[src/rtl/smi_hs_pkg.sv]
package smi_hs_pkg;

    typedef enum logic [2:0] {
        HS_IDLE      = 3'd0,
        HS_HW_ACTIVE = 3'd1,
        HS_SW_ACTIVE = 3'd2,
        HS_RELEASE   = 3'd3,
        HS_REARM     = 3'd4
    } hs_state_e;

endpackage

[src/rtl/smi_line_sampler.sv]
module smi_line_sampler #(
    parameter int STAGES = 2
) (
    input  logic clk,
    input  logic rst_n,
    input  logic line_in,
    output logic early_q,
    output logic late_q
);
    localparam int LAST = STAGES - 1;

    logic [STAGES-1:0] chain_q;

    // Idle value of the line is high, so reset fills the chain with ones.
    for (genvar i = 0; i < STAGES; i++) begin : g_stage
        if (i == 0) begin : g_first
            always_ff @(posedge clk or negedge rst_n) begin
                if (!rst_n) chain_q[i] <= 1'b1;
                else        chain_q[i] <= line_in;
            end
        end else begin : g_rest
            always_ff @(posedge clk or negedge rst_n) begin
                if (!rst_n) chain_q[i] <= 1'b1;
                else        chain_q[i] <= chain_q[i-1];
            end
        end
    end

    assign early_q = chain_q[0];
    assign late_q  = chain_q[LAST];

endmodule

[src/rtl/smi_hs_fsm.sv]
module smi_hs_fsm
    import smi_hs_pkg::*;
(
    input  logic      clk,
    input  logic      rst_n,
    input  logic      smi_en,
    input  logic      req_low,
    input  logic      sw_req,
    input  logic      resume,
    output hs_state_e st_q,
    output logic      enter,
    output logic      in_mm,
    output logic      sw_flag,
    output logic      drive_en,
    output logic      drive_lvl
);
    hs_state_e st_d;
    logic      enter_q;

    // Next-state selection
    always_comb begin
        st_d = st_q;
        unique case (st_q)
            HS_IDLE: begin
                if (smi_en && req_low)     st_d = HS_HW_ACTIVE;
                else if (smi_en && sw_req) st_d = HS_SW_ACTIVE;
            end
            HS_HW_ACTIVE: if (resume)   st_d = HS_RELEASE;
            HS_SW_ACTIVE: if (resume)   st_d = HS_IDLE;
            HS_RELEASE:                 st_d = HS_REARM;
            HS_REARM:     if (!req_low) st_d = HS_IDLE;
            default:                    st_d = HS_IDLE;
        endcase
    end

    // State register and entry pulse
    always_ff @(posedge clk or negedge rst_n) begin
        if (!rst_n) begin
            st_q    <= HS_IDLE;
            enter_q <= 1'b0;
        end else begin
            st_q    <= st_d;
            enter_q <= (st_q == HS_IDLE) &&
                       ((st_d == HS_HW_ACTIVE) || (st_d == HS_SW_ACTIVE));
        end
    end

    // Moore outputs
    always_comb begin
        in_mm     = 1'b0;
        sw_flag   = 1'b0;
        drive_en  = 1'b0;
        drive_lvl = 1'b0;
        unique case (st_q)
            HS_IDLE: ;
            HS_HW_ACTIVE: begin
                in_mm    = 1'b1;
                drive_en = 1'b1;
            end
            HS_SW_ACTIVE: begin
                in_mm   = 1'b1;
                sw_flag = 1'b1;
            end
            HS_RELEASE: begin
                drive_en  = 1'b1;
                drive_lvl = 1'b1;
            end
            HS_REARM: ;
            default: ;
        endcase
    end

    assign enter = enter_q;

    assert_enter_pulse_R1: assert property (@(posedge clk) disable iff (!rst_n)
        enter |=> !enter);

    assert_hw_release_R4: assert property (@(posedge clk) disable iff (!rst_n)
        (st_q == HS_HW_ACTIVE && resume) |=> (st_q == HS_RELEASE && !in_mm));

    assert_rearm_hold_R5: assert property (@(posedge clk) disable iff (!rst_n)
        (st_q == HS_REARM && req_low) |=> (!in_mm && !enter));

    assert_release_gap_R5: assert property (@(posedge clk) disable iff (!rst_n)
        (st_q == HS_RELEASE) |=> (!in_mm && !enter));

    assert_disabled_R6: assert property (@(posedge clk) disable iff (!rst_n)
        (st_q == HS_IDLE && !smi_en) |=> !in_mm);

    assert_no_queue_R8: assert property (@(posedge clk) disable iff (!rst_n)
        (in_mm && !resume) |=> (in_mm && $stable(sw_flag)));

    assert_idle_resume_R9: assert property (@(posedge clk) disable iff (!rst_n)
        (st_q == HS_IDLE && !req_low && !sw_req) |=> (st_q == HS_IDLE));

endmodule

[src/rtl/smi_pad_ctl.sv]
module smi_pad_ctl (
    input  logic smi_en,
    input  logic drive_en,
    input  logic drive_lvl,
    output logic pin_oe,
    output logic pin_out
);
    // The enable bit has the last word on whether the pad is ever driven.
    always_comb begin
        pin_oe  = smi_en & drive_en;
        pin_out = drive_en & drive_lvl;
    end

endmodule

[src/rtl/smi_handshake_ctl.sv]
module smi_handshake_ctl
    import smi_hs_pkg::*;
#(
    parameter int SYNC_STAGES = 2
) (
    input  logic clk,
    input  logic rst_n,
    input  logic smi_en,
    input  logic async_sel,
    input  logic pin_in,
    output logic pin_out,
    output logic pin_oe,
    input  logic sw_req,
    input  logic resume,
    output logic enter,
    output logic in_mm,
    output logic sw_flag
);
    logic      early_q;
    logic      late_q;
    logic      req_low;
    logic      drive_en;
    logic      drive_lvl;
    hs_state_e st_q;

    smi_line_sampler #(.STAGES(SYNC_STAGES)) u_sampler (
        .clk     (clk),
        .rst_n   (rst_n),
        .line_in (pin_in),
        .early_q (early_q),
        .late_q  (late_q)
    );

    assign req_low = async_sel ? !late_q : !early_q;

    smi_hs_fsm u_fsm (
        .clk       (clk),
        .rst_n     (rst_n),
        .smi_en    (smi_en),
        .req_low   (req_low),
        .sw_req    (sw_req),
        .resume    (resume),
        .st_q      (st_q),
        .enter     (enter),
        .in_mm     (in_mm),
        .sw_flag   (sw_flag),
        .drive_en  (drive_en),
        .drive_lvl (drive_lvl)
    );

    smi_pad_ctl u_pad (
        .smi_en    (smi_en),
        .drive_en  (drive_en),
        .drive_lvl (drive_lvl),
        .pin_oe    (pin_oe),
        .pin_out   (pin_out)
    );

    assert_active_low_R3: assert property (@(posedge clk) disable iff (!rst_n)
        (in_mm && !sw_flag && smi_en) |-> (pin_oe && !pin_out));

    assert_rel_one_cycle_R4: assert property (@(posedge clk) disable iff (!rst_n)
        (pin_oe && pin_out) |=> !pin_oe);

    assert_sw_undriven_R7: assert property (@(posedge clk) disable iff (!rst_n)
        sw_flag |-> !pin_oe);

endmodule

[config.mk]
export PLATFORM = sky130hd
export DESIGN_NAME = smi_handshake_ctl
export DESIGN_NICKNAME = d
export VERILOG_FILES = /design/src/rtl/smi_hs_pkg.sv /design/src/rtl/smi_line_sampler.sv /design/src/rtl/smi_hs_fsm.sv /design/src/rtl/smi_pad_ctl.sv /design/src/rtl/smi_handshake_ctl.sv
export SDC_FILE = /design/constraint.sdc
export NUM_CORES = 1
export LEC_CHECK = 0
export BUFFER_PORTS_ARGS = -buffer_cell sky130_fd_sc_hd__buf_2
export CORE_AREA = 2 2 39 41
export CTS_BUF_LIST = sky130_fd_sc_hd__clkbuf_4
export CTS_CLUSTER_SIZE = 24
export DETAILED_ROUTE_END_ITERATION = 6
export DIE_AREA = 0 0 41 43
export GPL_ROUTABILITY_DRIVEN = 0
export PLACE_DENSITY = 0.54
export SYNTH_ARGS = -nofsm -noshare
export SYNTH_HDL_FRONTEND = slang
export SYNTH_SLANG_ARGS = --single-unit
[constraint.sdc]
create_clock -name clk -period 1 [get_ports clk]
set_input_delay 0.05 -clock clk [delete_from_list [all_inputs] [get_ports clk]]
set_output_delay 0.05 -clock clk [all_outputs]
set_load 0.01 [all_outputs]
==> impl_metrics.py <==
metrics = {
    "routing": {
        "dr_total_vias": 282,
        "wirelength_um": 737,
        "drt-initial-drc-count": 0,
        "drt-wirelength-per-cell_um": 10.8,
        "drcViolationCount": 0,
        "viasPerCell": 4.15,
        "drt_first_pass_iters": 1,
        "drtAntennaViolNets": 0,
    },
    "worst_setup_path": {
        "critical_path_required_ns": 0.95,
        "crit-reg2reg-launch": "u_fsm.st_q[2]",
        "critical_path_capture_point_type": "primary output",
        "path_cells": "buf_4 -> xnor2_2 -> nor2_1 -> buf_2",
        "timing.critical_path.fanout_max": 4,
        "critical_path_class": "flip-flop to primary output",
        "critical_path.slowest_cell": "dfrtp_2",
        "critical_path.top_delay_family": "flip-flops",
        "timing.critical_path.from_type": "flip-flop",
        "arrival_ns": 1.12,
        "critical_path_s_largest_stage_delay_ns": 0.42,
        "crit_start": "u_fsm.st_q[1]",
        "cp_num_buf_inv": 2,
    },
    "run": {
        "cap_viol_max_count": 0,
    },
    "finish": {
        "area_growth_pct": 87.3,
        "layoutNonFillerInstCount": 68,
        "antenna_cells_inserted": 0,
        "layout.nets": 60,
        "drive_gt1_frac": 0.712,
        "design_area_um2": 534,
        "layout.filler_cells": 142,
    },
    "synth": {
        "yosys_warnings": 0,
        "synth_area_um2": 285,
        "synth.ff_latch_count": 6,
        "synthesis.instances": 24,
        "synthesized_netlist_net_count": 31,
        "synth_cell_type_count": 16,
        "synth_seq_area_share": 0.535,
        "synth_area_per_cell_um2": 11.9,
    },
    "sta": {
        "hold_ws_ns": 0.0377,
        "fmax_mhz": 851,
        "final_min_period_over_clock_period": 1.17,
        "unrepaired_setup_endpoints_after_global_routing": "yes",
        "final_hold_viol_count": 0,
        "timing.max_slew.rel_slack": 0.819,
        "period_needed_ns": 1.17,
        "worst_pin_slew_ns": 0.267,
        "finalClockSkew_ns": 0.00737,
        "finalSetupViolations": 7,
        "fin_ws_ns": -0.175,
        "final_max_slew_viol_count": 0,
    },
    "clock_tree": {
        "clock_root_buffer": "clkbuf_4",
        "tritoncts_num_sinks": 6,
        "cts_buffer_depth": 2,
        "h-tree-depth": 1,
        "cts.clk_slew.worst_paths_ns": 0.05,
        "clock_insertion_delay_at_the_later_pin_of_the_skew_report_ns": 0.25,
        "clock_tree_from_tritoncts": "built",
        "cts_buffers": 3,
    },
    "floorplanning": {
        "io_pins": 12,
        "dieHeight_um": 43,
        "initial_utilization": 0.206,
        "coreArea_um2": 1380,
        "die_area_um2": 1760,
        "placementRows": 14,
        "chip_width_um": 41,
    },
    "min_path": {
        "hold_path_startpoint": "sw_req",
        "worst_hold_path_type": "input pin to flip-flop",
    },
    "placed_design": {
        "numPortBuffers": 11,
        "placed_cells": 55,
        "detailed_place_hpwl_um": 457,
        "post_dp_cell_area_um2": 387,
    },
    "global_route": {
        "grt_overflow_total": 0,
        "first_global_vias": 304,
        "global_route_wire_length_before_repair_mm": 1.17,
        "grt_use_total": 0.104,
        "largest_net_degree_at_the_start_of_global_routing": 7,
        "antenna_violations_before_repair": 0,
    },
    "power": {
        "power.leakage_nw": 0.267,
        "vdd_drop_max_v": 0.00105,
        "pwr_dens_nw_per_um2": 2980,
    },
    "outcome": {
        "run_status": "finished, violations left",
        "failing_checks": "negative setup slack",
    },
}
-- repair_timing --
item | 4_1_cts | 5_1_grt
endpoints found under the setup margin | 8 | 8
setup buffers | 6 | 1
gates resized for setup | 10 | 1
pin swaps | 3 | 2
hold endpoints to repair | 7 | 0
hold buffers | 2 | 0
-- cell type report --
cell class                      instances  area [um2]  area share
Clock buffer                            4        30.0      0.0562
Multi-Input combinational cell         17         151       0.283
Sequential cell                         6         156       0.293
Tap cell                               16        20.0      0.0375
Timing Repair Buffer                   25         176       0.330
-- per-layer routing --
metal,track usage,share of wire,vias to the layer above
met5,0,0,-
met4,0.0800,0,0
met1,0.103,0.45,127
met2,0.159,0.49,12
met3,0.0471,0.054,0
li1,-,-,143
-- cell families after synthesis --
family          count (synthesis)  synth area share
simple gates                   10             0.246
flops                           6             0.535
compound gates                  5             0.114
xor+xnor                        1            0.0307
mux                             1            0.0351
buf+inv                         1            0.0395
-- worst paths after layout --
check	endpoint	slack, ns	depth (start not counted)
setup / recovery	in_mm	-0.17	4
hold / removal	u_fsm.enter	0.04	2
setup reg to reg	u_fsm.st_q[1]	-0.13	4
hold reg to reg	u_sampler.late_q	0.37	0
max in group asynchronous	u_sampler.early_q	0.62	2
min in group asynchronous	u_fsm.enter	0.15	2
-- Yosys cell counts --
| cell | n | area (um2) |
|---|---|---|
| dfrtp_1 | 4 | 100 |
| a21oi_1 | 2 | 10.0 |
| and3b_1 | 2 | 17.5 |
| dfstp_2 | 2 | 52.6 |
| nor2_1 | 2 | 7.51 |
| nor3b_1 | 2 | 15.0 |
| a31o_1 | 1 | 8.76 |
| buf_6 | 1 | 11.3 |
| mux2i_1 | 1 | 10.0 |
| nand2_1 | 1 | 3.75 |
| nor2b_1 | 1 | 6.26 |
| nor3_1 | 1 | 5.00 |
| nor4b_2 | 1 | 15.0 |
| o21a_1 | 1 | 7.51 |
| o22ai_1 | 1 | 6.26 |
| xnor2_1 | 1 | 8.76 |
-- through the flow --
| step | setup WS [ns] | utilization | setup TNS [ns] | power, mW |
|---|---|---|---|---|
| 5_1_grt | -0.262 | 0.386 | -1.25 | 1.71 |
| 6_report | -0.175 | 0.386 | -0.852 | 1.59 |
| 4_1_cts | -0.197 | 0.377 | -0.941 | 1.56 |
| 2_1_floorplan | 0.0107 | - | 0 | 0.738 |
| 3_5_place_dp | -0.0585 | 0.279 | -0.105 | 0.987 |
| 3_3_place_gp | -0.0163 | 0.279 | -0.0189 | 0.980 |
-- power by group --
part / internal [mW] / total, mW / switching (mW)
clock network: 0.179 / 0.272 / 0.0936
logic: 0.560 / 0.902 / 0.343
registers: 0.331 / 0.416 / 0.0859
total: 1.07 / 1.59 / 0.522
-- cells in the final DEF (no fill, tap or decap) --
master / netlist / routed
a21oi_1: 2 / 2
a31o_1: 1 / 1
dfrtp_1: 4 / 1
o21a_1: 1 / 1
dfrtp_2: 0 / 3
nor3b_1: 2 / 1
buf_4: 0 / 9
nand2_1: 1 / 1
o22ai_1: 1 / 1
clkbuf_4: 0 / 4
nor3_2: 0 / 1
xnor2_2: 0 / 1
nor2b_1: 1 / 1
and3b_1: 2 / 2
dlygate4sd3_1: 0 / 2
nor4b_4: 0 / 1
dfstp_2: 2 / 2
mux2i_2: 0 / 1
buf_2: 0 / 11
nor2_1: 2 / 2
nor3b_2: 0 / 1
buf_6: 1 / 3
-- sequential cells by signal, indices dropped and copies added (netlist names) --
register,count
u_fsm.enter,1
u_sampler.late_q,1
u_fsm.st_q,3
u_sampler.early_q,1
-- worst reg2reg max path, stage by stage (launching register included) --
cell     delay (ns)
dfrtp_2        0.44
buf_6          0.13
nor4b_4        0.27
nand2_1        0.09
o22ai_1        0.11
Note: power is estimated with default switching activity, not from simulation.
